### src/rtl/apx_pkg.sv
// Package: shared field layout, reset values and decoded configuration
// types of the audio port crossbar. Assumes selector fields of 3 bits, so
// at most seven ports (value 7 means "no source").
package apx_pkg;

    localparam int REG_W  = 32;
    localparam int SEL_W  = 3;
    localparam int MASK_W = 7;
    localparam int EXT_W  = 2 ** SEL_W;

    localparam logic [REG_W-1:0] CTRL_RST  = 32'h8000_0000;
    localparam logic [REG_W-1:0] DATA_RST  = 32'h0000_0000;
    localparam logic [REG_W-1:0] CTRL_IMPL = 32'h9F1F_1F1F;
    localparam logic [REG_W-1:0] DATA_IMPL = 32'h0000_7F77;
    localparam int               CLR_BIT   = 31;

    typedef enum logic [1:0] {
        MODE_NORMAL = 2'd0,
        MODE_INTNET = 2'd1,
        MODE_BUSNET = 2'd2,
        MODE_RSVD   = 2'd3
    } mode_e;

    typedef struct packed {
        logic [SEL_W-1:0] src;
        logic             from_rx;
        logic             drive;
    } sig_sel_t;

    typedef struct packed {
        sig_sel_t          tclk;
        sig_sel_t          tfs;
        sig_sel_t          rclk;
        sig_sel_t          rfs;
        logic              shared;
        logic [SEL_W-1:0]  rxd_src;
        mode_e             mode;
        logic              swap;
        logic [MASK_W-1:0] mask;
    } port_cfg_t;

    // Unpacks one 5-bit selector field starting at bit offset base.
    function automatic sig_sel_t unpack_sel(logic [REG_W-1:0] w, int base);
        sig_sel_t s;
        s.src     = w[base +: SEL_W];
        s.from_rx = w[base + 3];
        s.drive   = w[base + 4];
        return s;
    endfunction

    // Turns the two stored words of a port into its routing configuration.
    function automatic port_cfg_t decode(logic [REG_W-1:0] ctrl, logic [REG_W-1:0] data);
        port_cfg_t c;
        c.tclk    = unpack_sel(ctrl, 0);
        c.tfs     = unpack_sel(ctrl, 8);
        c.rclk    = unpack_sel(ctrl, 16);
        c.rfs     = unpack_sel(ctrl, 24);
        c.shared  = ctrl[31];
        c.rxd_src = data[2:0];
        c.mode    = mode_e'(data[5:4]);
        c.swap    = data[6];
        c.mask    = data[14:8];
        return c;
    endfunction

endpackage

### src/rtl/apx_cfg_regs.sv
// Register file: two words per port, written and read over a simple
// strobe bus. Assumes address = 2*port + word; addresses beyond the last
// port are dead. A data-word write with the clear bit set restores both
// words of that port to their reset values.
module apx_cfg_regs
    import apx_pkg::*;
#(
    parameter int NPORTS = 7,
    parameter int AW     = 4
) (
    input  logic                          clk,
    input  logic                          rst_n,
    input  logic                          cfg_wr,
    input  logic                          cfg_rd,
    input  logic [AW-1:0]                 cfg_addr,
    input  logic [REG_W-1:0]              cfg_wdata,
    output logic [REG_W-1:0]              cfg_rdata,
    output logic [NPORTS-1:0][REG_W-1:0]  ctrl_q,
    output logic [NPORTS-1:0][REG_W-1:0]  data_q
);

    localparam int PW = AW - 1;

    logic [PW-1:0] addr_port;
    logic          addr_word;
    logic          addr_valid;

    assign addr_port  = cfg_addr[AW-1:1];
    assign addr_word  = cfg_addr[0];
    assign addr_valid = (int'(addr_port) < NPORTS);

    for (genvar p = 0; p < NPORTS; p++) begin : g_port
        logic hit;
        assign hit = cfg_wr && (int'(addr_port) == p);

        // Holds the two words of port p; clear command resets both.
        always_ff @(posedge clk) begin
            if (!rst_n) begin
                ctrl_q[p] <= CTRL_RST;
                data_q[p] <= DATA_RST;
            end else if (hit && addr_word && cfg_wdata[CLR_BIT]) begin
                ctrl_q[p] <= CTRL_RST;
                data_q[p] <= DATA_RST;
            end else if (hit && addr_word) begin
                data_q[p] <= cfg_wdata & DATA_IMPL;
            end else if (hit) begin
                ctrl_q[p] <= cfg_wdata & CTRL_IMPL;
            end
        end
    end

    logic [REG_W-1:0] rd_mux;

    // Selects the addressed word, or zero for a dead address.
    always_comb begin
        rd_mux = '0;
        for (int p = 0; p < NPORTS; p++) begin
            if (addr_valid && int'(addr_port) == p)
                rd_mux = addr_word ? data_q[p] : ctrl_q[p];
        end
    end

    // Captures read data one cycle after the strobe and holds it.
    always_ff @(posedge clk) begin
        if (!rst_n)
            cfg_rdata <= '0;
        else if (cfg_rd)
            cfg_rdata <= rd_mux;
    end

endmodule

### src/rtl/apx_clk_route.sv
// Clock and frame-sync router: for every port, picks the pad input of a
// source port (receive or transmit side) for each of the four timing
// signals. In shared-clock mode the receive pair follows the transmit
// selectors. Assumes pad inputs are the observed pin values.
module apx_clk_route
    import apx_pkg::*;
#(
    parameter int NPORTS = 7
) (
    input  port_cfg_t [NPORTS-1:0] cfg,
    input  logic [NPORTS-1:0]      tclk_in,
    input  logic [NPORTS-1:0]      tfs_in,
    input  logic [NPORTS-1:0]      rclk_in,
    input  logic [NPORTS-1:0]      rfs_in,
    output logic [NPORTS-1:0]      tclk_out,
    output logic [NPORTS-1:0]      tfs_out,
    output logic [NPORTS-1:0]      rclk_out,
    output logic [NPORTS-1:0]      rfs_out,
    output logic [NPORTS-1:0]      tclk_oe,
    output logic [NPORTS-1:0]      tfs_oe,
    output logic [NPORTS-1:0]      rclk_oe,
    output logic [NPORTS-1:0]      rfs_oe
);

    logic [EXT_W-1:0] tclk_x, tfs_x, rclk_x, rfs_x;

    // Pads the input vectors so an unused source index reads 0.
    always_comb begin
        tclk_x = '0;
        tfs_x  = '0;
        rclk_x = '0;
        rfs_x  = '0;
        tclk_x[NPORTS-1:0] = tclk_in;
        tfs_x[NPORTS-1:0]  = tfs_in;
        rclk_x[NPORTS-1:0] = rclk_in;
        rfs_x[NPORTS-1:0]  = rfs_in;
    end

    function automatic logic pick(sig_sel_t s, logic [EXT_W-1:0] txv, logic [EXT_W-1:0] rxv);
        return s.from_rx ? rxv[s.src] : txv[s.src];
    endfunction

    for (genvar p = 0; p < NPORTS; p++) begin : g_port
        sig_sel_t rclk_sel, rfs_sel;

        // Chooses the receive-side selectors according to shared-clock mode.
        always_comb begin
            rclk_sel = cfg[p].shared ? cfg[p].tclk : cfg[p].rclk;
            rfs_sel  = cfg[p].shared ? cfg[p].tfs  : cfg[p].rfs;
        end

        // Drives the routed values and the per-signal enables.
        always_comb begin
            tclk_out[p] = pick(cfg[p].tclk, tclk_x, rclk_x);
            tfs_out[p]  = pick(cfg[p].tfs,  tfs_x,  rfs_x);
            rclk_out[p] = pick(rclk_sel,    tclk_x, rclk_x);
            rfs_out[p]  = pick(rfs_sel,     tfs_x,  rfs_x);
            tclk_oe[p]  = cfg[p].tclk.drive;
            tfs_oe[p]   = cfg[p].tfs.drive;
            rclk_oe[p]  = cfg[p].rclk.drive;
            rfs_oe[p]   = cfg[p].rfs.drive;
        end
    end

endmodule

### src/rtl/apx_data_route.sv
// Data router: derives each port's transmit data from its pins (swap
// aware), builds its receive data by mode (direct source, masked AND or
// bus AND) and places it on the pin not used for transmit. An empty AND
// yields the idle level 1.
module apx_data_route
    import apx_pkg::*;
#(
    parameter int NPORTS = 7
) (
    input  port_cfg_t [NPORTS-1:0] cfg,
    input  logic [NPORTS-1:0]      pin_a_in,
    input  logic [NPORTS-1:0]      pin_b_in,
    output logic [NPORTS-1:0]      pin_a_out,
    output logic [NPORTS-1:0]      pin_a_oe,
    output logic [NPORTS-1:0]      pin_b_out,
    output logic [NPORTS-1:0]      pin_b_oe
);

    logic [NPORTS-1:0] txd;
    logic [EXT_W-1:0]  txd_x;
    logic [NPORTS-1:0] rxd;
    logic [NPORTS-1:0] in_bus;

    // Collects transmit data from the pin each port uses for it.
    always_comb begin
        for (int j = 0; j < NPORTS; j++) begin
            txd[j]    = cfg[j].swap ? pin_b_in[j] : pin_a_in[j];
            in_bus[j] = (cfg[j].mode == MODE_BUSNET);
        end
        txd_x = '1;
        txd_x[NPORTS-1:0] = txd;
    end

    for (genvar p = 0; p < NPORTS; p++) begin : g_port
        logic net_and, bus_and, direct;

        // Reduces the masked and the bus-member data lines for port p.
        always_comb begin
            net_and = 1'b1;
            bus_and = 1'b1;
            for (int j = 0; j < NPORTS; j++) begin
                if (!cfg[p].mask[j])
                    net_and = net_and & txd[j];
                if (j != p && in_bus[j])
                    bus_and = bus_and & txd[j];
            end
            direct = txd_x[cfg[p].rxd_src];
        end

        // Picks the receive data by mode; reserved mode acts as normal.
        always_comb begin
            unique case (cfg[p].mode)
                MODE_INTNET: rxd[p] = net_and;
                MODE_BUSNET: rxd[p] = bus_and;
                default:     rxd[p] = direct;
            endcase
        end

        // Places receive data on the pin opposite the transmit pin.
        always_comb begin
            pin_a_out[p] = rxd[p];
            pin_b_out[p] = rxd[p];
            pin_a_oe[p]  = cfg[p].swap;
            pin_b_oe[p]  = !cfg[p].swap;
        end
    end

endmodule

### src/rtl/audio_port_xbar.sv
// Top of the audio port crossbar: register file plus combinational
// clock/frame-sync and data routers. Assumes NPORTS <= 7 (3-bit source
// fields) and pads/tristate buffers outside the block.
module audio_port_xbar
    import apx_pkg::*;
#(
    parameter int NPORTS = 7,
    localparam int AW    = $clog2(2 * NPORTS)
) (
    input  logic                 clk,
    input  logic                 rst_n,
    input  logic                 cfg_wr,
    input  logic                 cfg_rd,
    input  logic [AW-1:0]        cfg_addr,
    input  logic [REG_W-1:0]     cfg_wdata,
    output logic [REG_W-1:0]     cfg_rdata,
    input  logic [NPORTS-1:0]    tclk_in,
    output logic [NPORTS-1:0]    tclk_out,
    output logic [NPORTS-1:0]    tclk_oe,
    input  logic [NPORTS-1:0]    tfs_in,
    output logic [NPORTS-1:0]    tfs_out,
    output logic [NPORTS-1:0]    tfs_oe,
    input  logic [NPORTS-1:0]    rclk_in,
    output logic [NPORTS-1:0]    rclk_out,
    output logic [NPORTS-1:0]    rclk_oe,
    input  logic [NPORTS-1:0]    rfs_in,
    output logic [NPORTS-1:0]    rfs_out,
    output logic [NPORTS-1:0]    rfs_oe,
    input  logic [NPORTS-1:0]    pin_a_in,
    output logic [NPORTS-1:0]    pin_a_out,
    output logic [NPORTS-1:0]    pin_a_oe,
    input  logic [NPORTS-1:0]    pin_b_in,
    output logic [NPORTS-1:0]    pin_b_out,
    output logic [NPORTS-1:0]    pin_b_oe
);

    logic [NPORTS-1:0][REG_W-1:0] ctrl_q;
    logic [NPORTS-1:0][REG_W-1:0] data_q;
    port_cfg_t [NPORTS-1:0]       cfg;

    apx_cfg_regs #(.NPORTS(NPORTS), .AW(AW)) u_regs (
        .clk       (clk),
        .rst_n     (rst_n),
        .cfg_wr    (cfg_wr),
        .cfg_rd    (cfg_rd),
        .cfg_addr  (cfg_addr),
        .cfg_wdata (cfg_wdata),
        .cfg_rdata (cfg_rdata),
        .ctrl_q    (ctrl_q),
        .data_q    (data_q)
    );

    for (genvar p = 0; p < NPORTS; p++) begin : g_dec
        // Decodes the stored words of port p into routing fields.
        always_comb cfg[p] = decode(ctrl_q[p], data_q[p]);
    end

    apx_clk_route #(.NPORTS(NPORTS)) u_clk (
        .cfg      (cfg),
        .tclk_in  (tclk_in),
        .tfs_in   (tfs_in),
        .rclk_in  (rclk_in),
        .rfs_in   (rfs_in),
        .tclk_out (tclk_out),
        .tfs_out  (tfs_out),
        .rclk_out (rclk_out),
        .rfs_out  (rfs_out),
        .tclk_oe  (tclk_oe),
        .tfs_oe   (tfs_oe),
        .rclk_oe  (rclk_oe),
        .rfs_oe   (rfs_oe)
    );

    apx_data_route #(.NPORTS(NPORTS)) u_data (
        .cfg       (cfg),
        .pin_a_in  (pin_a_in),
        .pin_b_in  (pin_b_in),
        .pin_a_out (pin_a_out),
        .pin_a_oe  (pin_a_oe),
        .pin_b_out (pin_b_out),
        .pin_b_oe  (pin_b_oe)
    );

endmodule

### config.mk
export PLATFORM = sky130hd
export DESIGN_NAME = audio_port_xbar
export DESIGN_NICKNAME = d
export VERILOG_FILES = /design/src/rtl/apx_pkg.sv /design/src/rtl/apx_cfg_regs.sv /design/src/rtl/apx_clk_route.sv /design/src/rtl/apx_data_route.sv /design/src/rtl/audio_port_xbar.sv
export SDC_FILE = /design/constraint.sdc
export NUM_CORES = 1
export LEC_CHECK = 0
export BUFFER_PORTS_ARGS = -buffer_cell sky130_fd_sc_hd__buf_4
export CAP_MARGIN = 20
export CORE_MARGIN = 8
export CORE_UTILIZATION = 60
export CTS_CLUSTER_SIZE = 14
export DETAILED_ROUTE_END_ITERATION = 16
export PLACE_DENSITY = 0.82
export SETUP_SLACK_MARGIN = 0.1
export SLEW_MARGIN = 10
export SYNTH_ARGS = -nofsm -noshare
export SYNTH_HDL_FRONTEND = slang
export SYNTH_SLANG_ARGS = --single-unit
### constraint.sdc
create_clock -name clk -period 2.4 [get_ports clk]
set_clock_uncertainty 0.1 [all_clocks]
set_input_delay 0.48 -clock clk [delete_from_list [all_inputs] [get_ports clk]]
set_output_delay 0.48 -clock clk [all_outputs]
set_load 0.01 [all_outputs]
==> results.py <==
metrics = {
    "drt": {
        "final_antenna_net_count": 0,
        "first_pass_iters": 7,
        "drtIter0Drc": 2860,
        "drc_errors": 0,
        "wire_per_inst_um": 26.2,
        "routed_wirelength_um": 68800,
        "num_vias": 17869,
        "viasPerCell": 6.79,
    },
    "sta": {
        "grt_setup_unrepaired": "true",
        "setup_tns_ns": -15.74,
        "hold_viol": 0,
        "max_slew_margin": 0.582,
        "fin_ws_ns": -0.847,
        "fmax_mhz": 308,
        "period_share": 1.35,
        "setup_viol": 42,
        "maxSlewViolCount": 0,
        "min_period_ns": 3.25,
        "tightestPinTransition_ns": 0.626,
    },
    "cells_and_area": {
        "antennaDiodeCount": 0,
        "n_fill_cell": 1978,
        "final_common_cell": "nand2_1",
        "regArea_sq_um": 5380,
        "mostFrequentLayoutCells": "489 x nand2_1, 361 x buf_4, 260 x a21oi_1, 223 x dfxtp_1, 196 x mux2i_1",
        "syn2layout_area_growth_pct": 24.4,
        "fin_nets": 2327,
        "final_util": 0.759,
        "drive_above_1_share": 0.302,
        "multi_input_area_sq_um": 10700,
    },
    "placement": {
        "place.gp.congestion": 1.02,
        "dp_hpwl_um": 47100,
        "io_buffer_count": 183,
    },
    "setup_path": {
        "crit_chain": "buf_12 -> mux2i_4 -> buf_4 -> mux2i_1 -> o21ai_0 -> nand2_1 -> a21oi_2 -> buf_4",
        "cp-start-kind": "flop",
        "cpPeakStageDelay_ns": 0.46,
        "path_class": "flop to primary output",
        "cp.required_ns": 1.82,
        "critPathSlowestCell": "o21ai_0",
        "cp_common_cell": "buf_4",
        "cp-end-kind": "primary output",
        "crit_arrival_ns": 2.67,
        "cp_max_fo": 4,
        "critPathLaunch": "u_regs.ctrl_q[223]$_SDFFE_PP1P_",
        "r2r-start": "u_regs.ctrl_q[127]$_SDFFE_PP1P_",
    },
    "yosys": {
        "synth_warnings": 0,
        "yosysTopAreaCellShare": 0.310,
        "synthCells": 2016,
        "yosys.area.top_type": "dfxtp_1",
        "ys_types": 56,
        "synth_area_leaders": "dfxtp_1 31%, mux4_2 12%, mux2i_1 12%, nand2_1 11%, a21oi_1 8.0%",
        "synth_flop_cell": "dfxtp_1",
        "synth-edff-count": 0,
        "avgSynthCellArea_sq_um": 8.43,
        "synthArstFlopShare": 0,
        "ys_seq_area_frac": 0.310,
        "synth_seq_cells": 263,
        "synth_area_sq_um": 17000,
    },
    "die": {
        "dieArea_sq_um": 34000,
        "die_h_um": 184,
        "ios": 198,
        "design.core.area_sq_um": 27900,
        "die_x_um": 184,
        "initial_core_util": 0.610,
        "std_cell_rows": 61,
    },
    "grt": {
        "grt_max_degree": 34,
        "antenna_found_initial": 0,
        "overflow": 0,
        "first_global_vias": 17597,
        "gr-usage-all-layers": 0.391,
        "grt_pass1_wl_um": 103000,
    },
    "clock_network": {
        "cts_tree": "yes",
        "cts_buffer_depth": 3,
        "clk_latency_ns": 0.56,
        "clk_pin_slew_ns": 0.07,
        "cts_buffers": 29,
        "cts_root_buf": "clkbuf_16",
        "hold_buffers": 0,
        "htree_levels": 1,
        "cts_sinks": 263,
    },
    "power": {
        "p_leak_nw": 8.13,
        "irDropWorstVdd_mv": 0.532,
        "fin_total_pwr_w": 0.0112,
        "powerDensity_nw_per_um2": 529,
    },
    "worst_hold_path": {
        "hp-class": "primary input to flop",
        "hold_start": "cfg_wdata[25]",
    },
    "run_status": {
        "status": "finished with violations",
        "violations": "negative setup slack",
    },
    "run": {
        "cap_viol_max_count": 0,
    },
}
-- state kept, by name (all words and copies together) (netlist names) --
register,count
u_regs.ctrl_q,147
u_regs.data_q,91
u_regs.cfg_rdata,25
-- final timing paths --
kind | to | slack, ns | depth (start not counted)
worst max-delay path | rfs_out[6] | -0.85 | 8
worst max register to register | u_regs.cfg_rdata[31]$_SDFFE_PN0P_ | 0.50 | 5
worst min-delay path | u_regs.ctrl_q[185]$_SDFFE_PP0P_ | 0.12 | 3
worst min register to register | u_regs.ctrl_q[145]$_SDFFE_PP0P_ | 0.37 | 2
-- cell usage after synthesis, types with 3 or more instances --
cell	instances
nand2_1	489
a21oi_1	272
dfxtp_1	263
mux2i_1	209
clkbuf_1	95
mux4_2	94
o21ai_0	87
buf_4	75
buf_2	53
nor2_1	53
nand3b_1	30
inv_1	26
o22ai_1	26
nor2b_1	23
mux2_2	21
nand3_1	17
o211ai_1	16
ha_1	14
nand4_1	14
a221oi_1	10
a311oi_1	9
o221ai_1	9
a211oi_1	8
a221o_1	8
a22oi_1	8
nand2b_1	8
o2bb2ai_1	8
a2bb2oi_1	7
and2_1	7
a31oi_1	6
and3_1	5
buf_1	5
nor2_2	5
mux2i_4	4
buf_6	3
-- cells by family (layout without fill, tap and decap cells) --
| kind of cell | after synthesis | count (layout) | share of synthesized area |
|---|---|---|---|
| compound gates | 481 | 481 | 0.162 |
| fa+ha+maj | 14 | 14 | 0.0103 |
| buf+inv | 259 | 489 | 0.0797 |
| flops | 263 | 263 | 0.310 |
| mux | 330 | 330 | 0.269 |
| other cells | 1 | 7 | 0.000221 |
| simple gates | 668 | 668 | 0.169 |
-- worst max-delay path, delay by kind of cell, from the launching register on --
family	cells	cell delay (ns)
buffers and inverters	3	0.47
multiplexers	2	0.35
flip-flops	1	0.40
AND/OR/NAND/NOR	1	0.17
AO/OA/AOI/OAI	2	0.71
-- through the flow --
| step | instances | hold WS (ns) | worst slack, ns | cell area [sq um] |
|---|---|---|---|---|
| finish | 2630 | 0.124 | -0.847 | 21100 |
| global route | 2630 | 0.126 | -0.989 | 21100 |
| global placement | 2544 | 0.356 | -0.210 | 19300 |
| detailed placement | 2544 | 0.362 | -0.202 | 19300 |
| CTS | 2621 | 0.110 | -0.537 | 20900 |
| floorplan | 2022 | 0.343 | 0.108 | 17000 |
-- layer usage --
| layer | vias to the layer above | GRT usage | wire length (um) |
|---|---|---|---|
| met5 | - | 0.0148 | 69 |
| met3 | 404 | 0.115 | 10100 |
| met2 | 1549 | 0.612 | 30500 |
| met4 | 2 | 0.209 | 4450 |
| li1 | 7574 | - | - |
| met1 | 8340 | 0.480 | 23700 |
-- power by group --
| group | internal, W | switching (W) | leakage [nW] |
|---|---|---|---|
| Sequential | 0.00441 | 0.0000832 | 2.15 |
| Combinational | 0.000724 | 0.000992 | 5.47 |
| Clock | 0.00303 | 0.00194 | 0.512 |
-- what timing repair did --
| item | in CTS | in global routing |
|---|---|---|
| gates resized for setup | 126 | 46 |
| endpoints found under the setup margin | 42 | 42 |
| buffers inserted | 25 | 9 |
| pin swaps | 17 | 11 |
-- final cells by class --
class / count / share of cell area
clock buffer: 35 / 0.0364
tap: 378 / 0.0224
inverter: 27 / 0.00480
multi-input combinational: 1500 / 0.507
timing repair buffer: 410 / 0.162
clock inverter: 17 / 0.0128
sequential: 263 / 0.254
Power figures use the tool's default switching activity.
